[src/rtl/pio_pkg.sv]
package pio_pkg;

    typedef enum logic [1:0] {
        PSEL_NONE = 2'd0,
        PSEL_STAT = 2'd1,
        PSEL_DATA = 2'd2
    } psel_e;

    typedef struct packed {
        logic       pend;
        logic [7:0] byte_q;
    } port_state_t;

    function automatic psel_e decode_pair(
        input logic [7:0] addr,
        input logic [3:0] code
    );
        psel_e r;
        r = PSEL_NONE;
        if (addr[7:5] == 3'b000 && addr[4:1] == code)
            r = addr[0] ? PSEL_DATA : PSEL_STAT;
        return r;
    endfunction

endpackage

[src/rtl/pio_strobe_qual.sv]
module pio_strobe_qual #(
    parameter int MIN_W  = 4,
    parameter int SYNC_N = 2
) (
    input  logic clk,
    input  logic rst,
    input  logic stb_pin,
    output logic accept,
    output logic open_q
);
    localparam int CW = $clog2(MIN_W + 1);

    logic [SYNC_N-1:0] sync_q;
    logic [CW-1:0]     width_q;
    logic              stb_s;

    always_ff @(posedge clk) begin
        if (rst) sync_q <= '0;
        else     sync_q <= {sync_q[SYNC_N-2:0], stb_pin};
    end

    assign stb_s = sync_q[SYNC_N-1];

    always_ff @(posedge clk) begin
        if (rst || !stb_s)
            width_q <= '0;
        else if (width_q != CW'(MIN_W))
            width_q <= width_q + 1'b1;
    end

    assign accept = stb_s && (width_q == CW'(MIN_W - 1));
    assign open_q = stb_s && (width_q >= CW'(MIN_W - 1));
endmodule

[src/rtl/pio_hold_reg.sv]
module pio_hold_reg
    import pio_pkg::*;
#(
    parameter int DATA_W = 8
) (
    input  logic              clk,
    input  logic              rst,
    input  logic              accept,
    input  logic              open_q,
    input  logic              data_rd,
    input  logic [DATA_W-1:0] ext_data,
    output port_state_t       st
);
    always_ff @(posedge clk) begin
        if (rst) begin
            st <= '0;
        end else begin
            if (open_q)
                st.byte_q <= ext_data;
            if (accept)
                st.pend <= 1'b1;
            else if (data_rd)
                st.pend <= 1'b0;
        end
    end
endmodule

[src/rtl/pio_pair_port.sv]
module pio_pair_port
    import pio_pkg::*;
#(
    parameter int MIN_W  = 4,
    parameter int SYNC_N = 2
) (
    input  logic       clk,
    input  logic       rst,
    input  logic [7:0] io_addr,
    input  logic       in_cycle,
    input  logic       rd_stb,
    input  logic       stb_pin,
    input  logic [7:0] ext_data,
    input  logic [3:0] sw_code,
    output logic [7:0] rd_data,
    output logic       irq_n
);
    localparam logic [6:0] STAT_FILL = '1;

    logic        accept, open_q, rd_act, data_rd;
    psel_e       sel;
    port_state_t st;

    pio_strobe_qual #(.MIN_W(MIN_W), .SYNC_N(SYNC_N)) u_qual (
        .clk    (clk),
        .rst    (rst),
        .stb_pin(stb_pin),
        .accept (accept),
        .open_q (open_q)
    );

    assign rd_act  = in_cycle && rd_stb;
    assign sel     = decode_pair(io_addr, sw_code);
    assign data_rd = rd_act && (sel == PSEL_DATA);

    pio_hold_reg #(.DATA_W(8)) u_hold (
        .clk     (clk),
        .rst     (rst),
        .accept  (accept),
        .open_q  (open_q),
        .data_rd (data_rd),
        .ext_data(ext_data),
        .st      (st)
    );

    always_comb begin
        rd_data = 8'h00;
        if (rd_act) begin
            unique case (sel)
                PSEL_STAT: rd_data = {STAT_FILL, ~st.pend};
                PSEL_DATA: rd_data = st.byte_q;
                default:   rd_data = 8'h00;
            endcase
        end
    end

    assign irq_n = ~st.pend;
endmodule

[config.mk]
export PLATFORM = sky130hd
export DESIGN_NAME = pio_pair_port
export DESIGN_NICKNAME = d
export VERILOG_FILES = /design/src/rtl/pio_pkg.sv /design/src/rtl/pio_strobe_qual.sv /design/src/rtl/pio_hold_reg.sv /design/src/rtl/pio_pair_port.sv
export SDC_FILE = /design/constraint.sdc
export NUM_CORES = 1
export LEC_CHECK = 0
export BUFFER_PORTS_ARGS = -buffer_cell sky130_fd_sc_hd__buf_2
export CORE_MARGIN = 3
export CORE_UTILIZATION = 47
export DETAILED_ROUTE_END_ITERATION = 16
export PLACE_DENSITY = 0.82
export SKIP_LAST_GASP = 1
export SLEW_MARGIN = 0
export SYNTH_ARGS = -nofsm -noshare
export SYNTH_HDL_FRONTEND = slang
export SYNTH_SLANG_ARGS = --single-unit
export TNS_END_PERCENT = 50
[constraint.sdc]
create_clock -name clk -period 4.7 [get_ports clk]
set_input_delay 0.235 -clock clk [delete_from_list [all_inputs] [get_ports clk]]
set_output_delay 0.235 -clock clk [all_outputs]
set_load 0.1 [all_outputs]
==> qor.txt <==
status: finished, final reports clean
Netlist Area Pre-Place: 693.2 µm²
initial cell density of the core: 0.5134
P&R area growth vs syn: 30.69%
kind of cell adding the most delay to the critical path: simple AND/OR/NAND/NOR gates
number of filler cells placed in the layout: 118
Synth Instances: 84
ratio of routed vias to standard cells: 4.940
Synthesized Nets: 112
cell area reported after detailed placement: 869.6 µm²
Cell variety after synth: 20
Pwr Total: 0.2228 mW
start-to-end type of the worst setup path: in2out
path length in cells of the critical path: 6
TritonCTS clock tree: yes
setup repair after global routing missed its margin: no
first-pass iteration count of the detailed router: 4
number of buffers inserted by post-CTS setup repair: 0
final routed wire length divided by cell count: 10.24 µm
full die area: 0.001972 mm²
count of pins on the block boundary: 34
crit start category: input pin
endpoints failing hold: 0
final wirelength: 1372 µm
crit share post-route: 0.4067
routability congestion estimate from global placement: 0.6838
cell count of the worst reg-to-reg path: 6
most frequent cells in the layout: sky130_fd_sc_hd__buf_2, sky130_fd_sc_hd__inv_1, sky130_fd_sc_hd__dfxtp_1
slew margin rel.: 0.6740
total area of multi-input combinational cells: 352.8 µm²
commonest non-fill, non-tap cell in the layout: sky130_fd_sc_hd__buf_2
area occupied by registers: 280.3 µm²
DRT antenna net count: 0
slowest cell on the critical path: sky130_fd_sc_hd__buf_2
final setup TNS: 0 ns
cell breakdown of the critical path: buf_2 -> xor2_1 -> nor4b_1 -> nand3_2 -> a21oi_1 -> buf_2
Buf/Inv on CP: 2
number of warnings printed during yosys synthesis: 0
clock tree root driver cell: sky130_fd_sc_hd__clkbuf_4
Min-Delay Path Class: in2reg
clock sinks: 14
share of final-layout standard cells stronger than drive strength 1: 0.3277
Slew Viols, Final: 0
arrival time at the worst endpoint: 1.68 ns
Die Y: 44.41 µm
Worst-path clk slew: 0.08 ns
peak fanout along the critical path: 9
maximum operating frequency: 0.5231 GHz
CTS hold repair buffers: 0
clk_skew: 0.004092 ns
worst slack on hold paths: 0.1757 ns
buffer levels on the longest clock path: 2
clock latency of the later-clocked register in the worst-skew pair: 0.27 ns
number of violations of the max-capacitance limit: 0
Reg-to-Reg Start: u_qual.width_q[0]
total global-route track usage: 0.1425
Max stage delay on crit path: 0.44 ns
Avg Cell Area, Syn: 8.252 µm²
DP HPWL: 1128 µm
number of nets in the layout: 148
Worst setup startpoint: sw_code[1]
maximum number of pins on one net before global-route repair: 13
gr ovfl total: 0
post-synthesis register bit count: 14
DRC violation total after the first TritonRoute iteration: 4
final setup violation count: 0
# rows: 13
pwr/cell area: 245.9 mW/mm²
antenna violations before repair: 0
register area share after synthesis: 0.4043
total DRC errors in the routed layout: 0
endpoint required time on the critical path: 4.47 ns
worst hold stages: 2
leakage power summed over all cells: 0.4796 nW
quantity of I/O buffers inserted on ports: 33
startpoint of the lowest-slack hold path: stb_pin
number of vias after detailed routing: 662
area of all placed cells without fillers: 905.9 µm²
worst-margin pin slew: 0.4924 ns
floorplan die width: 44.41 µm
Antenna Cells: 0
# H-tree levels: 1
global-route wire length before repair: 2070 µm
vias in the first global route: 557
Tmin final: 1.912 ns
CP most frequent cell: sky130_fd_sc_hd__buf_2
number of buffers added by the clock tree synthesis step: 3
post-CTS resize count: 0
Setup crit end kind: output port
Worst IR Drop VDD: 0.1983 mV
standard cell core area: 0.001350 mm²
-- Yosys cell counts, drive strengths merged --
master | n | area share
nor4 | 1 | 0.0090
xor2 | 1 | 0.013
nand2b | 2 | 0.018
mux2i | 8 | 0.12
ha | 3 | 0.054
nand3 | 2 | 0.022
nor4b | 1 | 0.013
o21a | 1 | 0.011
inv | 14 | 0.076
a222oi | 1 | 0.014
dfxtp | 14 | 0.40
clkbuf | 2 | 0.011
nand2 | 5 | 0.031
nor2 | 11 | 0.060
a211o | 1 | 0.013
a21oi | 11 | 0.079
nor2b | 5 | 0.045
xnor2 | 1 | 0.013
-- metrics by stage --
stage / cells / util / setup slack [ns]
2_1_floorplan: 84 / - / 2.103
3_3_place_gp: 130 / 0.6441 / 2.769
3_5_place_dp: 130 / 0.6441 / 2.790
4_1_cts: 134 / 0.6710 / 2.761
5_1_grt: 134 / 0.6710 / 2.654
6_report: 134 / 0.6710 / 2.788
-- final timing paths --
check	slack, ns	endpoint
setup / recovery	2.79	rd_data[5]
hold / removal	0.18	u_qual.sync_q[0]
setup reg to reg	3.09	u_hold.st[1]
hold reg to reg	0.45	u_qual.sync_q[1]
-- flip-flops by register name (all words and copies together), names as in the netlist --
| signal | count |
|---|---|
| u_qual.sync_q | 2 |
| u_hold.st | 9 |
| u_qual.width_q | 3 |
-- cell type report --
cell class                      instances  area share
Clock buffer                            4     0.04006
Inverter                               14     0.05801
Multi-Input combinational cell         54      0.3895
Sequential cell                        14      0.3094
Tap cell                               15     0.02072
Timing Repair Buffer                   33      0.1823
-- worst reg2reg max path: stages (launching register included) --
cell                      delay (ns)
sky130_fd_sc_hd__dfxtp_1        0.35
sky130_fd_sc_hd__ha_1           0.21
sky130_fd_sc_hd__ha_1           0.19
sky130_fd_sc_hd__a211o_1        0.24
sky130_fd_sc_hd__nand2_2        0.21
sky130_fd_sc_hd__mux2i_1        0.24
sky130_fd_sc_hd__nor2_1         0.06
-- report_power, final --
group	total (mW)	internal (mW)	switching [mW]
clock network	0.0822	0.0470	0.0351
registers	0.120	0.120	0.000734
logic	0.0204	0.0108	0.00951
-- kinds of logic (layout without fill, tap and decap cells) --
logic type	after synthesis	count (layout)	synth area share
xor+xnor	2	2	0.02528
compound gates	14	14	0.1173
flops	14	14	0.4043
mux	8	8	0.1155
fa+ha+maj	3	3	0.05416
simple gates	27	27	0.1967
buf+inv	16	51	0.08665
-- metal layers --
| layer | global-route usage | share of wire | routed length (µm) | vias up |
|---|---|---|---|---|
| li1 | - | - | - | 343 |
| met1 | 0.1443 | 0.39 | 534 | 294 |
| met3 | 0.03659 | 0.079 | 108 | 2 |
| met2 | 0.2645 | 0.52 | 717 | 23 |
| met4 | 0.07229 | 0.0087 | 12 | 0 |
| met5 | 0 | 0 | 0 | - |
No activity file was read; power rests on OpenSTA's default activity.
